===== src/rtl/wsc_pkg.sv =====
package wsc_pkg;
    typedef enum logic [1:0] {
        ST_RUN      = 2'd0,
        ST_WAIT_BUS = 2'd1,
        ST_SUSP     = 2'd2,
        ST_WAKE     = 2'd3
    } wsc_state_e;
endpackage


===== src/rtl/wsc_wake_merge.sv =====
module wsc_wake_merge #(
    parameter int NUM_IRQ = 6
) (
    input  logic [NUM_IRQ-1:0] irq,
    input  logic [NUM_IRQ-1:0] irq_en,
    input  logic               nmi,
    input  logic               warm_rst,
    input  logic               cold_rst,
    input  logic               dbg_int,
    output logic               wake_any,
    output logic               rst_any
);
    logic [NUM_IRQ-1:0] irq_live;

    for (genvar i = 0; i < NUM_IRQ; i++) begin : g_mask
        assign irq_live[i] = irq[i] & irq_en[i];
    end

    assign rst_any  = warm_rst | cold_rst;
    assign wake_any = (|irq_live) | nmi | dbg_int | rst_any;
endmodule


===== src/rtl/wsc_fsm.sv =====
module wsc_fsm
    import wsc_pkg::*;
(
    input  logic       clk,
    input  logic       rst_n,
    input  logic       wait_at_mem,
    input  logic       bus_idle,
    input  logic       wake_any,
    input  logic       rst_any,
    output wsc_state_e state,
    output logic       stall,
    output logic       core_en_req
);
    wsc_state_e state_nx;

    always_comb begin
        state_nx = state;
        unique case (state)
            ST_RUN: begin
                if (wait_at_mem && !wake_any)
                    state_nx = bus_idle ? ST_SUSP : ST_WAIT_BUS;
            end
            ST_WAIT_BUS: begin
                if (wake_any)      state_nx = ST_RUN;
                else if (bus_idle) state_nx = ST_SUSP;
            end
            ST_SUSP: begin
                if (rst_any)       state_nx = ST_RUN;
                else if (wake_any) state_nx = ST_WAKE;
            end
            ST_WAKE:               state_nx = ST_RUN;
            default:               state_nx = ST_RUN;
        endcase
        if (rst_any) state_nx = ST_RUN;
    end

    always_ff @(posedge clk or negedge rst_n) begin
        if (!rst_n) state <= ST_RUN;
        else        state <= state_nx;
    end

    always_comb begin
        stall       = 1'b0;
        core_en_req = 1'b1;
        unique case (state)
            ST_RUN:      begin stall = 1'b0; core_en_req = 1'b1; end
            ST_WAIT_BUS: begin stall = 1'b1; core_en_req = 1'b1; end
            ST_SUSP:     begin stall = 1'b1; core_en_req = 1'b0; end
            ST_WAKE:     begin stall = 1'b1; core_en_req = 1'b1; end
            default:     begin stall = 1'b0; core_en_req = 1'b1; end
        endcase
    end
endmodule


===== src/rtl/wsc_gate_en.sv =====
module wsc_gate_en (
    input  logic clk,
    input  logic rst_n,
    input  logic en_req,
    output logic en_low
);
    always_ff @(negedge clk or negedge rst_n) begin
        if (!rst_n) en_low <= 1'b1;
        else        en_low <= en_req;
    end
endmodule


===== src/rtl/wait_suspend_ctrl.sv =====
module wait_suspend_ctrl
    import wsc_pkg::*;
#(
    parameter int NUM_IRQ = 6
) (
    input  logic               clk,
    input  logic               rst_n,
    input  logic               wait_at_mem,
    input  logic               bus_idle,
    input  logic [NUM_IRQ-1:0] irq,
    input  logic [NUM_IRQ-1:0] irq_en,
    input  logic               nmi,
    input  logic               warm_rst,
    input  logic               cold_rst,
    input  logic               dbg_int,
    output logic               pipe_stall,
    output logic               core_clk_en,
    output logic               free_clk_en
);
    logic       wake_any;
    logic       rst_any;
    logic       core_en_req;
    wsc_state_e state_q;

    wsc_wake_merge #(.NUM_IRQ(NUM_IRQ)) u_merge (
        .irq      (irq),
        .irq_en   (irq_en),
        .nmi      (nmi),
        .warm_rst (warm_rst),
        .cold_rst (cold_rst),
        .dbg_int  (dbg_int),
        .wake_any (wake_any),
        .rst_any  (rst_any)
    );

    wsc_fsm u_fsm (
        .clk         (clk),
        .rst_n       (rst_n),
        .wait_at_mem (wait_at_mem),
        .bus_idle    (bus_idle),
        .wake_any    (wake_any),
        .rst_any     (rst_any),
        .state       (state_q),
        .stall       (pipe_stall),
        .core_en_req (core_en_req)
    );

    wsc_gate_en u_gate (
        .clk    (clk),
        .rst_n  (rst_n),
        .en_req (core_en_req),
        .en_low (core_clk_en)
    );

    always_ff @(posedge clk or negedge rst_n) begin
        if (!rst_n) free_clk_en <= 1'b0;
        else        free_clk_en <= 1'b1;
    end
endmodule


===== config.mk =====
export PLATFORM = sky130hd
export DESIGN_NAME = wait_suspend_ctrl
export DESIGN_NICKNAME = d
export VERILOG_FILES = /design/src/rtl/wsc_pkg.sv /design/src/rtl/wsc_wake_merge.sv /design/src/rtl/wsc_fsm.sv /design/src/rtl/wsc_gate_en.sv /design/src/rtl/wait_suspend_ctrl.sv
export SDC_FILE = /design/constraint.sdc
export NUM_CORES = 1
export LEC_CHECK = 0
export BUFFER_PORTS_ARGS = -buffer_cell sky130_fd_sc_hd__buf_4
export CAP_MARGIN = 20
export CORE_AREA = 2 2 39 41
export DETAILED_ROUTE_END_ITERATION = 7
export DIE_AREA = 0 0 41 43
export PLACE_DENSITY = 0.53
export SYNTH_ARGS = -nofsm -noshare
export SYNTH_HDL_FRONTEND = slang
export SYNTH_HIERARCHICAL = 1
export SYNTH_SLANG_ARGS = --single-unit

===== constraint.sdc =====
create_clock -name clk -period 1.9 [get_ports clk]
set_input_delay 0.38 -clock clk [delete_from_list [all_inputs] [get_ports clk]]
set_output_delay 0.38 -clock clk [all_outputs]
set_load 0.01 [all_outputs]

==> summary.txt, run 1 <==
Timing
  • Max-slew violations: 0
  • Maximum clock skew at final layout: 53.0 ps
  • Worst Setup Slack, final: -327 ps
  • Worst hold slack: 329 ps
  • Number of failing setup endpoints in the final timing report: 1
  • Setup repair after global routing missed its margin: true
  • Number of hold violations in the final report: 0

Setup path
  • Signal arrival time at the worst endpoint: 1850 ps
  • Count of buffering cells on the critical path with inverters included: 1
  • Kind of end point of the critical path: output pin
  • Crit path required time: 1520 ps
  • Class of the most critical setup path: reg -> out
  • Worst Reg2Reg Path Length in Cells: 1
  • Flop-to-flop setup slack: 350 ps
  • Cell Chain, Critical Path: buf_6
  • Worst reg2reg path endpoint: u_gate/en_low
  • R2R Path Start: u_fsm/state[0]
  • Worst-path maximum fanout: 1
  • Logic depth of the worst setup path including buffers: 1
  • Timing startpoint of the critical path: u_gate/en_low
  • Cell type of the slowest stage on the worst timing path: dfstp_2
  • Delay contributed by the slowest stage of the critical path: 520 ps
  • Worst setup path end: core_clk_en
  • Critical path startpoint category: flop
  • Delay-heaviest family, CP: flip-flops

Logic synthesis
  • Post-synthesis sequential element count: 4
  • Seq/Total Area, Yosys: 46.6%
  • Mean instance size in the synthesized netlist: 11.5 µm²
  • Number of synthesis warnings: 6
  • Number of nets produced by synthesis: 39
  • Count of distinct cell types in the synthesized netlist: 16
  • Instance count of the mapped netlist: 19
  • Cell area after synthesis: 218 µm²

Global route
  • M3 GR Usage: 5.24%
  • Routing usage on met2: 15.0%
  • Initial antenna violation count: 0
  • Fraction of met1 tracks used by global routing: 7.77%
  • Global-route wire length before repair: 1040 µm
  • GRT overflow: 0
  • Highest-utilization routing layer at the global route stage: met2
  • Total global-route track usage: 9.46%
  • Maximum number of pins on one net before global-route repair: 6
  • Vias in the first global route: 278

Floorplanning
  • Initial core utilization: 15.7%
  • Core box area: 1380 µm²
  • Die extent in y: 43 µm
  • Die extent in x: 41 µm
  • Number of top-level pins: 23
  • Die ar.: 1760 µm²
  • Standard-cell rows: 14

Layout
  • Net count, final: 67
  • Area growth from synthesis to final layout: 103%
  • Fraction of final layout cells with drive strength greater than 1: 65.2%
  • Diodes inserted: 0
  • Fill cell instance count of the final layout: 152

Clocking
  • Library cell used as clock root buffer: clkbuf_4
  • Later-pin clock latency in the skew report: 290 ps
  • CTS Buffer Depth: 2
  • CTS tree: built
  • H-tree lvl count: 1
  • CTS clock-pin slew for the worst setup and hold paths: 40 ps
  • Buffers inserted during post-CTS setup optimization: 0
  • Total CTS buffers: 3
  • Total number of clock tree sinks: 4

Place
  • Number of I/O port buffers: 22
  • Post-DP HPWL: 478 µm
  • GPL Wtd Cong: 0.607

Drt
  • Detailed-routing iteration count for the pre-antenna-repair pass: 2
  • Per-cell via count in the routed design: 4.23
  • Post-detailed-routing wire length: 571 µm
  • Number of nets with antenna violations after detailed routing: 0
  • Routed vias: 262
  • Initial DRC Count: 4
  • Average detailed-routed wire length per instance: 9.21 µm
  • Number of design rule violations left after detail routing: 0

Outcome
  • Result of the run: finished, violations left
  • Violated checks: negative setup slack

Power and ir drop
  • Peak supply drop: 0.226 mV
  • P_leak: 0.219 nW
  • Overall power consumption: 0.255 mW
  • Pwr dens: 575 nW/µm²

Job
  • Max Cap Viol: 0

Worst hold path
  • Hold crit path type: in -> reg
-- logic make-up (layout without fill, tap and decap cells) --
kind of cell	after synthesis	in the layout	share of synthesized area [%]
AO/OA/AOI/OAI	7	7	29.9
buffers and inverters	1	28	1.72
flip-flops	4	4	46.6
other	1	1	1.72
AND/OR/NAND/NOR	6	6	20.1
-- metal layers --
metal  share of wire (%)  vias up  wire length [µm]
li1                    -      129                 -
met1                  33      110               191
met2                  49       21               277
met3                  16        2                93
met4                 1.6        0                 9
met5                   0        -                 0
-- cell usage after synthesis, drive strengths merged --
| cell | count | area share, % |
|---|---|---|
| o41ai | 1 | 4.0 |
| nand3 | 1 | 2.3 |
| nand4bb | 1 | 5.2 |
| dfstp | 1 | 12 |
| inv | 1 | 1.7 |
| or2 | 2 | 5.7 |
| a2111oi | 1 | 6.9 |
| a22oi | 1 | 3.4 |
| nand2b | 1 | 2.9 |
| or3b | 1 | 4.0 |
| o22ai | 1 | 5.7 |
| a22o | 1 | 4.0 |
| dfrtp | 3 | 34 |
| o21bai | 1 | 3.4 |
| a21oi | 1 | 2.3 |
| conb | 1 | 1.7 |
-- through the flow --
step / setup WS (ps) / area, µm² / utilization, % / std cells / setup TNS (ps)
floorplan: 50.4 / 218 / - / 19 / 0
global placement: -27.2 / 403 / 29.1 / 57 / -27.2
detailed placement: -34.9 / 403 / 29.1 / 57 / -34.9
CTS: -341 / 443 / 32.0 / 62 / -341
global route: -364 / 443 / 32.0 / 62 / -364
finish: -327 / 443 / 32.0 / 62 / -327
-- how the worst min path moves through the flow --
stage | from | end | slack, ps | cells after the start
3_5_place_dp | rst_n | free_clk_en | 180 | 1
2_1_floorplan | rst_n | free_clk_en | 80 | 0
4_1_cts | bus_idle | u_fsm/state[0] | 330 | 2
6_report | bus_idle | u_fsm/state[0] | 330 | 2
5_1_grt | bus_idle | u_fsm/state[0] | 330 | 2
3_3_place_gp | rst_n | free_clk_en | 180 | 1
-- what timing repair did --
item	4_1_cts	5_1_grt
pin swaps	0	0
hold endpoints to repair	3	0
setup endpoints to repair	1	1
hold buffers	1	0
gates resized for setup	1	0
-- registers in the layout (all words and copies together), names as in the netlist --
name	cells
free_clk_en	1
u_gate/en_low	1
u_fsm/state	2
-- area by class of cell --
cell class	instances	area, µm²	area share [%]
Multi-Input combinational cell	14	113	25.4
Clock inverter	1	3.75	0.847
Timing Repair Buffer	23	179	40.4
Clock buffer	4	26.3	5.93
Sequential cell	4	101	22.9
Tap cell	16	20.0	4.52
-- placed cells by master (no fill, tap or decap), drive strengths merged --
| master | instances |
|---|---|
| buf | 22 |
| clkbuf | 4 |
| dfrtp | 3 |
| or2 | 2 |
| conb | 1 |
| dlygate4sd3 | 1 |
| nand2b | 1 |
| o21bai | 1 |
| or3b | 1 |
| o22ai | 1 |
| nand4bb | 1 |
| o41ai | 1 |
| inv | 1 |
| dfstp | 1 |
| a22o | 1 |
| a2111oi | 1 |
| a21oi | 1 |
| a22oi | 1 |
| nand3 | 1 |
-- report_power, final --
| group | leakage, nW | switching [mW] | total [mW] | internal [mW] |
|---|---|---|---|---|
| Sequential | 0.0501 | 0.000363 | 0.0873 | 0.0869 |
| Combinational | 0.148 | 0.0126 | 0.0450 | 0.0324 |
| Clock | 0.0203 | 0.0404 | 0.122 | 0.0818 |
| Total | 0.219 | 0.0534 | 0.255 | 0.201 |
Power figures use the tool's default switching activity.
==> inputs of run 2 (changes only) <==
--- a/config.mk
+++ b/config.mk
@@ -7,9 +7,9 @@
 export LEC_CHECK = 0
 export BUFFER_PORTS_ARGS = -buffer_cell sky130_fd_sc_hd__buf_4
 export CAP_MARGIN = 20
-export CORE_AREA = 2 2 39 41
+export CORE_AREA = 3 3 40 42
 export DETAILED_ROUTE_END_ITERATION = 7
-export DIE_AREA = 0 0 41 43
+export DIE_AREA = 0 0 43 45
 export PLACE_DENSITY = 0.53
 export SYNTH_ARGS = -nofsm -noshare
 export SYNTH_HDL_FRONTEND = slang
==> summary.txt, run 2 (synthesized netlist as in run 1, its figures left out) <==
Outcome
  • Result of the run: finished, violations left
  • Violated checks: negative setup slack

Worst hold path
  • Number of cells on the worst hold path: 2
  • Start point of the worst min-delay path: bus_idle
  • Endpoint, Worst Hold: u_fsm/state[0]
  • Hold crit path type: in -> reg

Drt
  • Routed vias: 264
  • Post-detailed-routing wire length: 576 µm
  • Number of nets with antenna violations after detailed routing: 0
  • Average detailed-routed wire length per instance: 9.44 µm
  • Number of design rule violations left after detail routing: 0
  • Detailed-routing iteration count for the pre-antenna-repair pass: 4
  • Initial DRC Count: 1
  • Per-cell via count in the routed design: 4.33

Global route
  • Vias in the first global route: 292
  • GRT overflow: 0
  • Global-route wire length before repair: 993 µm
  • Initial antenna violation count: 0
  • Total global-route track usage: 7.10%
  • Maximum number of pins on one net before global-route repair: 6

Place
  • Number of I/O port buffers: 22
  • GPL Wtd Cong: 0.607
  • Placed instance count: 56
  • Post-DP HPWL: 512 µm
  • Post-Place Worst Slack: -35.0 ps

Power and ir drop
  • Logic pwr share: 17.6%
  • Pwr dens: 576 nW/µm²
  • P_leak: 0.219 nW
  • Share of total power in the clock network: 48.1%
  • Switching power: 0.0533 mW
  • Int Pwr: 0.201 mW
  • Switching share of total power: 21.0%
  • Peak supply drop: 0.119 mV
  • Part of the power in registers: 34.3%

Clocking
  • Library cell used as clock root buffer: clkbuf_4
  • Total CTS buffers: 3
  • CTS tree: built
  • CTS Buffer Depth: 2
  • CTS clock-pin slew for the worst setup and hold paths: 40 ps
  • Total number of clock tree sinks: 4
  • H-tree lvl count: 1
  • Buffers inserted during post-CTS setup optimization: 0
  • Later-pin clock latency in the skew report: 290 ps

Layout
  • Area growth from synthesis to final layout: 103%
  • Cell Count, Final, Fillers Out: 61
  • Largest register FFs: 2
  • Largest registers in the final layout: u_fsm/state (2), free_clk_en (1), u_gate/en_low (1)
  • Top reg by flops: u_fsm/state
  • Diodes inserted: 0
  • Commonest cells after routing, fill and taps aside: buf_4 (21), clkbuf_4 (3), dfrtp_1 (3)
  • Fraction of final layout cells with drive strength greater than 1: 65.2%
  • Most frequent standard cell in the layout excluding fill and tap cells: buf_4
  • Net count, final: 67

Setup path
  • Timing startpoint of the critical path: u_gate/en_low
  • Delay contributed by the slowest stage of the critical path: 510 ps
  • Kind of end point of the critical path: output pin
  • Signal arrival time at the worst endpoint: 1840 ps
  • Delay-heaviest family, CP: flip-flops
  • Crit path required time: 1520 ps
  • Cell Chain, Critical Path: buf_6
  • Flop-to-flop setup slack: 340 ps
  • Count of buffering cells on the critical path with inverters included: 1
  • Worst reg2reg path endpoint: u_gate/en_low
  • Class of the most critical setup path: reg -> out
  • Cell type of the slowest stage on the worst timing path: dfstp_2
  • Worst Reg2Reg Path Length in Cells: 1
  • Worst-path maximum fanout: 1
  • Critical path startpoint category: flop
  • R2R Path Start: u_fsm/state[0]

Floorplanning
  • Initial core utilization: 16.9%
  • Standard-cell rows: 13
  • Core box area: 1280 µm²
  • Number of top-level pins: 23
  • Die extent in y: 45 µm
  • Die extent in x: 43 µm
  • Die ar.: 1940 µm²

Timing
  • Worst Setup Slack, final: -324 ps
  • Max-slew violations: 0
  • Maximum clock skew at final layout: 56.3 ps
  • Number of failing setup endpoints in the final timing report: 1
  • Number of hold violations in the final report: 0
  • Setup repair after global routing missed its margin: true
  • Worst hold slack: 334 ps

Job
  • Max Cap Viol: 0
[run 2: cell counts in the layout (fill, tap and decap cells not counted)]
Identical to the previous run, type by type.
[run 2: what timing repair did]
item                                   4_1_cts  5_1_grt
hold buffers                                 1        0
pin swaps                                    0        0
gates resized for setup                      1        0
setup endpoints to repair                    1        1
endpoints found under the hold margin        3        0
[run 2: per-stage QoR]
step | instance area (µm²) | setup TNS (ps) | power (mW) | utilization [%]
floorplan | 218 | 0 | 0.104 | -
global placement | 402 | -27.3 | 0.138 | 31.3
detailed placement | 402 | -35.0 | 0.139 | 31.3
CTS | 442 | -338 | 0.264 | 34.4
global route | 442 | -349 | 0.274 | 34.4
finish | 442 | -324 | 0.255 | 34.4
[run 2: layer usage]
layer | global-route usage (%) | share of wire, %
met1 | 7.04 | 38
met2 | 11.7 | 43
met3 | 3.19 | 19
met4 | 5.42 | 0
met5 | 0 | 0
[run 2: layout make-up]
type,instances,area [µm²]
fillers,142,843
multi-input cells,14,113
well taps,15,18.8
clock buffers,4,26.3
clock inverters,1,3.75
repair buffers,23,179
flip-flops and latches,4,101
[run 2: power groups by stage]
stage	Sequential [mW]	Combinational [mW]	Clock (mW)
floorplan	0.0889	0.00851	0.00659
global placement	0.0883	0.0431	0.00659
detailed placement	0.0883	0.0440	0.00659
CTS	0.0873	0.0456	0.132
global route	0.0872	0.0494	0.137
finish	0.0873	0.0449	0.122
[run 2: worst max-delay path by stage]
stage	end	slack, ps	cells after the start
floorplan	core_clk_en	50	0
global placement	core_clk_en	-30	1
detailed placement	core_clk_en	-40	1
CTS	core_clk_en	-340	1
global route	core_clk_en	-350	1
finish	core_clk_en	-320	1
==> inputs of run 3 (changes only) <==
--- a/config.mk
+++ b/config.mk
@@ -7,10 +7,13 @@
 export LEC_CHECK = 0
 export BUFFER_PORTS_ARGS = -buffer_cell sky130_fd_sc_hd__buf_4
 export CAP_MARGIN = 20
-export CORE_AREA = 3 3 40 42
+export CELL_PAD_IN_SITES_DETAIL_PLACEMENT = 0
+export CELL_PAD_IN_SITES_GLOBAL_PLACEMENT = 2
+export CORE_MARGIN = 3
+export CORE_UTILIZATION = 16
 export DETAILED_ROUTE_END_ITERATION = 7
-export DIE_AREA = 0 0 43 45
-export PLACE_DENSITY = 0.53
+export PLACE_DENSITY = 0.83
+export SKIP_LAST_GASP = 1
 export SYNTH_ARGS = -nofsm -noshare
 export SYNTH_HDL_FRONTEND = slang
 export SYNTH_HIERARCHICAL = 1
==> summary.txt, run 3 (synthesized netlist as in run 1, its figures left out) <==
Job
  • Max Cap Viol: 0

Drt
  • Per-cell via count in the routed design: 4.50
  • Number of design rule violations left after detail routing: 0
  • Average detailed-routed wire length per instance: 10.7 µm
  • Post-detailed-routing wire length: 644 µm
  • Routed vias: 270
  • Number of nets with antenna violations after detailed routing: 0
  • Initial DRC Count: 1
  • Detailed-routing iteration count for the pre-antenna-repair pass: 3

Global route
  • Vias in the first global route: 286
  • GRT overflow: 0
  • Total global-route track usage: 8.12%
  • Maximum number of pins on one net before global-route repair: 6
  • Global-route wire length before repair: 1040 µm
  • Initial antenna violation count: 0

Timing
  • Max-slew violations: 0
  • Number of hold violations in the final report: 0
  • Setup repair after global routing missed its margin: true
  • Worst Setup Slack, final: -324 ps
  • Worst hold slack: 328 ps
  • Setup tns final: -324 ps
  • Maximum clock skew at final layout: 54.9 ps
  • Number of failing setup endpoints in the final timing report: 1

Clocking
  • H-tree lvl count: 1
  • Total number of clock tree sinks: 4
  • CTS clock-pin slew for the worst setup and hold paths: 40 ps
  • Buffers inserted during post-CTS setup optimization: 0
  • CTS tree: built
  • Total CTS buffers: 3
  • CTS Buffer Depth: 2
  • Library cell used as clock root buffer: clkbuf_4
  • Later-pin clock latency in the skew report: 290 ps

Power and ir drop
  • Pwr dens: 588 nW/µm²
  • Share of total power in the clock network: 48.7%
  • Switching power: 0.0574 mW
  • Int Pwr: 0.201 mW
  • Logic pwr share: 17.5%
  • Overall power consumption: 0.259 mW
  • Peak supply drop: 0.173 mV
  • Switching share of total power: 22.2%
  • P_leak: 0.219 nW
  • Part of the power in registers: 33.7%

Outcome
  • Result of the run: finished, violations left
  • Violated checks: negative setup slack

Layout
  • Layout Cell Area excl Fill: 440 µm²
  • Fraction of final layout cells with drive strength greater than 1: 65.2%
  • Top reg by flops: u_fsm/state
  • Commonest cells after routing, fill and taps aside: buf_4 (21), clkbuf_4 (3), dfrtp_1 (3)
  • Largest registers in the final layout: u_fsm/state (2), free_clk_en (1), u_gate/en_low (1)
  • Final core utilization: 37.1%
  • Diodes inserted: 0
  • Fill cell instance count of the final layout: 124
  • Most frequent standard cell in the layout excluding fill and tap cells: buf_4
  • Largest register FFs: 2
  • Net count, final: 67
  • Area growth from synthesis to final layout: 102%

Setup path
  • Delay-heaviest family, CP: flip-flops
  • Kind of end point of the critical path: output pin
  • Logic depth of the worst setup path including buffers: 1
  • Cell Chain, Critical Path: buf_6
  • Delay contributed by the slowest stage of the critical path: 510 ps
  • Worst-path maximum fanout: 1
  • Signal arrival time at the worst endpoint: 1840 ps
  • Class of the most critical setup path: reg -> out
  • Crit path required time: 1520 ps
  • Worst Reg2Reg Path Length in Cells: 1
  • Count of buffering cells on the critical path with inverters included: 1
  • Cell type of the slowest stage on the worst timing path: dfstp_2
  • Critical path startpoint category: flop

Floorplanning
  • Initial core utilization: 18.4%
  • Number of top-level pins: 23
  • Die extent in y: 42.9 µm
  • Standard-cell rows: 12
  • Core box area: 1190 µm²
  • Die extent in x: 42.9 µm
  • Die ar.: 1840 µm²

Place
  • GPL Wtd Cong: 0.702
  • Number of I/O port buffers: 22
  • Post-DP Area: 400 µm²

Worst hold path
  • Number of cells on the worst hold path: 2
  • Hold crit path type: in -> reg
run 3: path summary, 6_finish.rpt:
path / slack (ps) / endpoint / from
worst max-delay path: -320 / core_clk_en / u_gate/en_low
worst min-delay path: 330 / u_fsm/state[0] / bus_idle
worst max register to register: 360 / u_gate/en_low / u_fsm/state[0]
worst min register to register: 540 / u_fsm/state[0] / u_fsm/state[1]
max in group asynchronous: 340 / u_gate/en_low / rst_n
min in group asynchronous: 470 / free_clk_en / rst_n
run 3: layout make-up:
type                    instances  area (µm²)  share of cell area (%)
repair buffers                 23         179                    40.6
multi-input cells              14         113                    25.6
flip-flops and latches          4         101                    23.0
clock buffers                   4        26.3                    5.97
well taps                      14        17.5                    3.98
clock inverters                 1        3.75                   0.852
run 3: per-stage QoR:
stage | setup slack [ps] | instances
6_report | -324 | 60
2_1_floorplan | 50.4 | 19
3_3_place_gp | -28.8 | 55
5_1_grt | -349 | 60
4_1_cts | -335 | 60
3_5_place_dp | -28.1 | 55
run 3: repair_timing:
item / CTS / global route
endpoints found under the setup margin: 1 / 1
resized for setup: 1 / 0
endpoints found under the hold margin: 3 / 0
gates cloned: 0 / 0
hold buffers: 1 / 0
pin swaps: 0 / 0
run 3: power by group through the flow:
stage / registers (mW) / logic, mW / clock network, mW
finish: 0.0872 / 0.0454 / 0.126
global route: 0.0872 / 0.0492 / 0.138
CTS: 0.0872 / 0.0460 / 0.131
detailed placement: 0.0883 / 0.0444 / 0.00659
global placement: 0.0882 / 0.0426 / 0.00659
floorplan: 0.0889 / 0.00851 / 0.00659
run 3: layer usage:
layer,wire length (µm),up-vias,GRT usage [%]
li1,-,126,-
met2,313,23,13.8
met1,194,117,6.55
met4,24,0,9.32
met5,0,-,0
met3,111,4,2.97
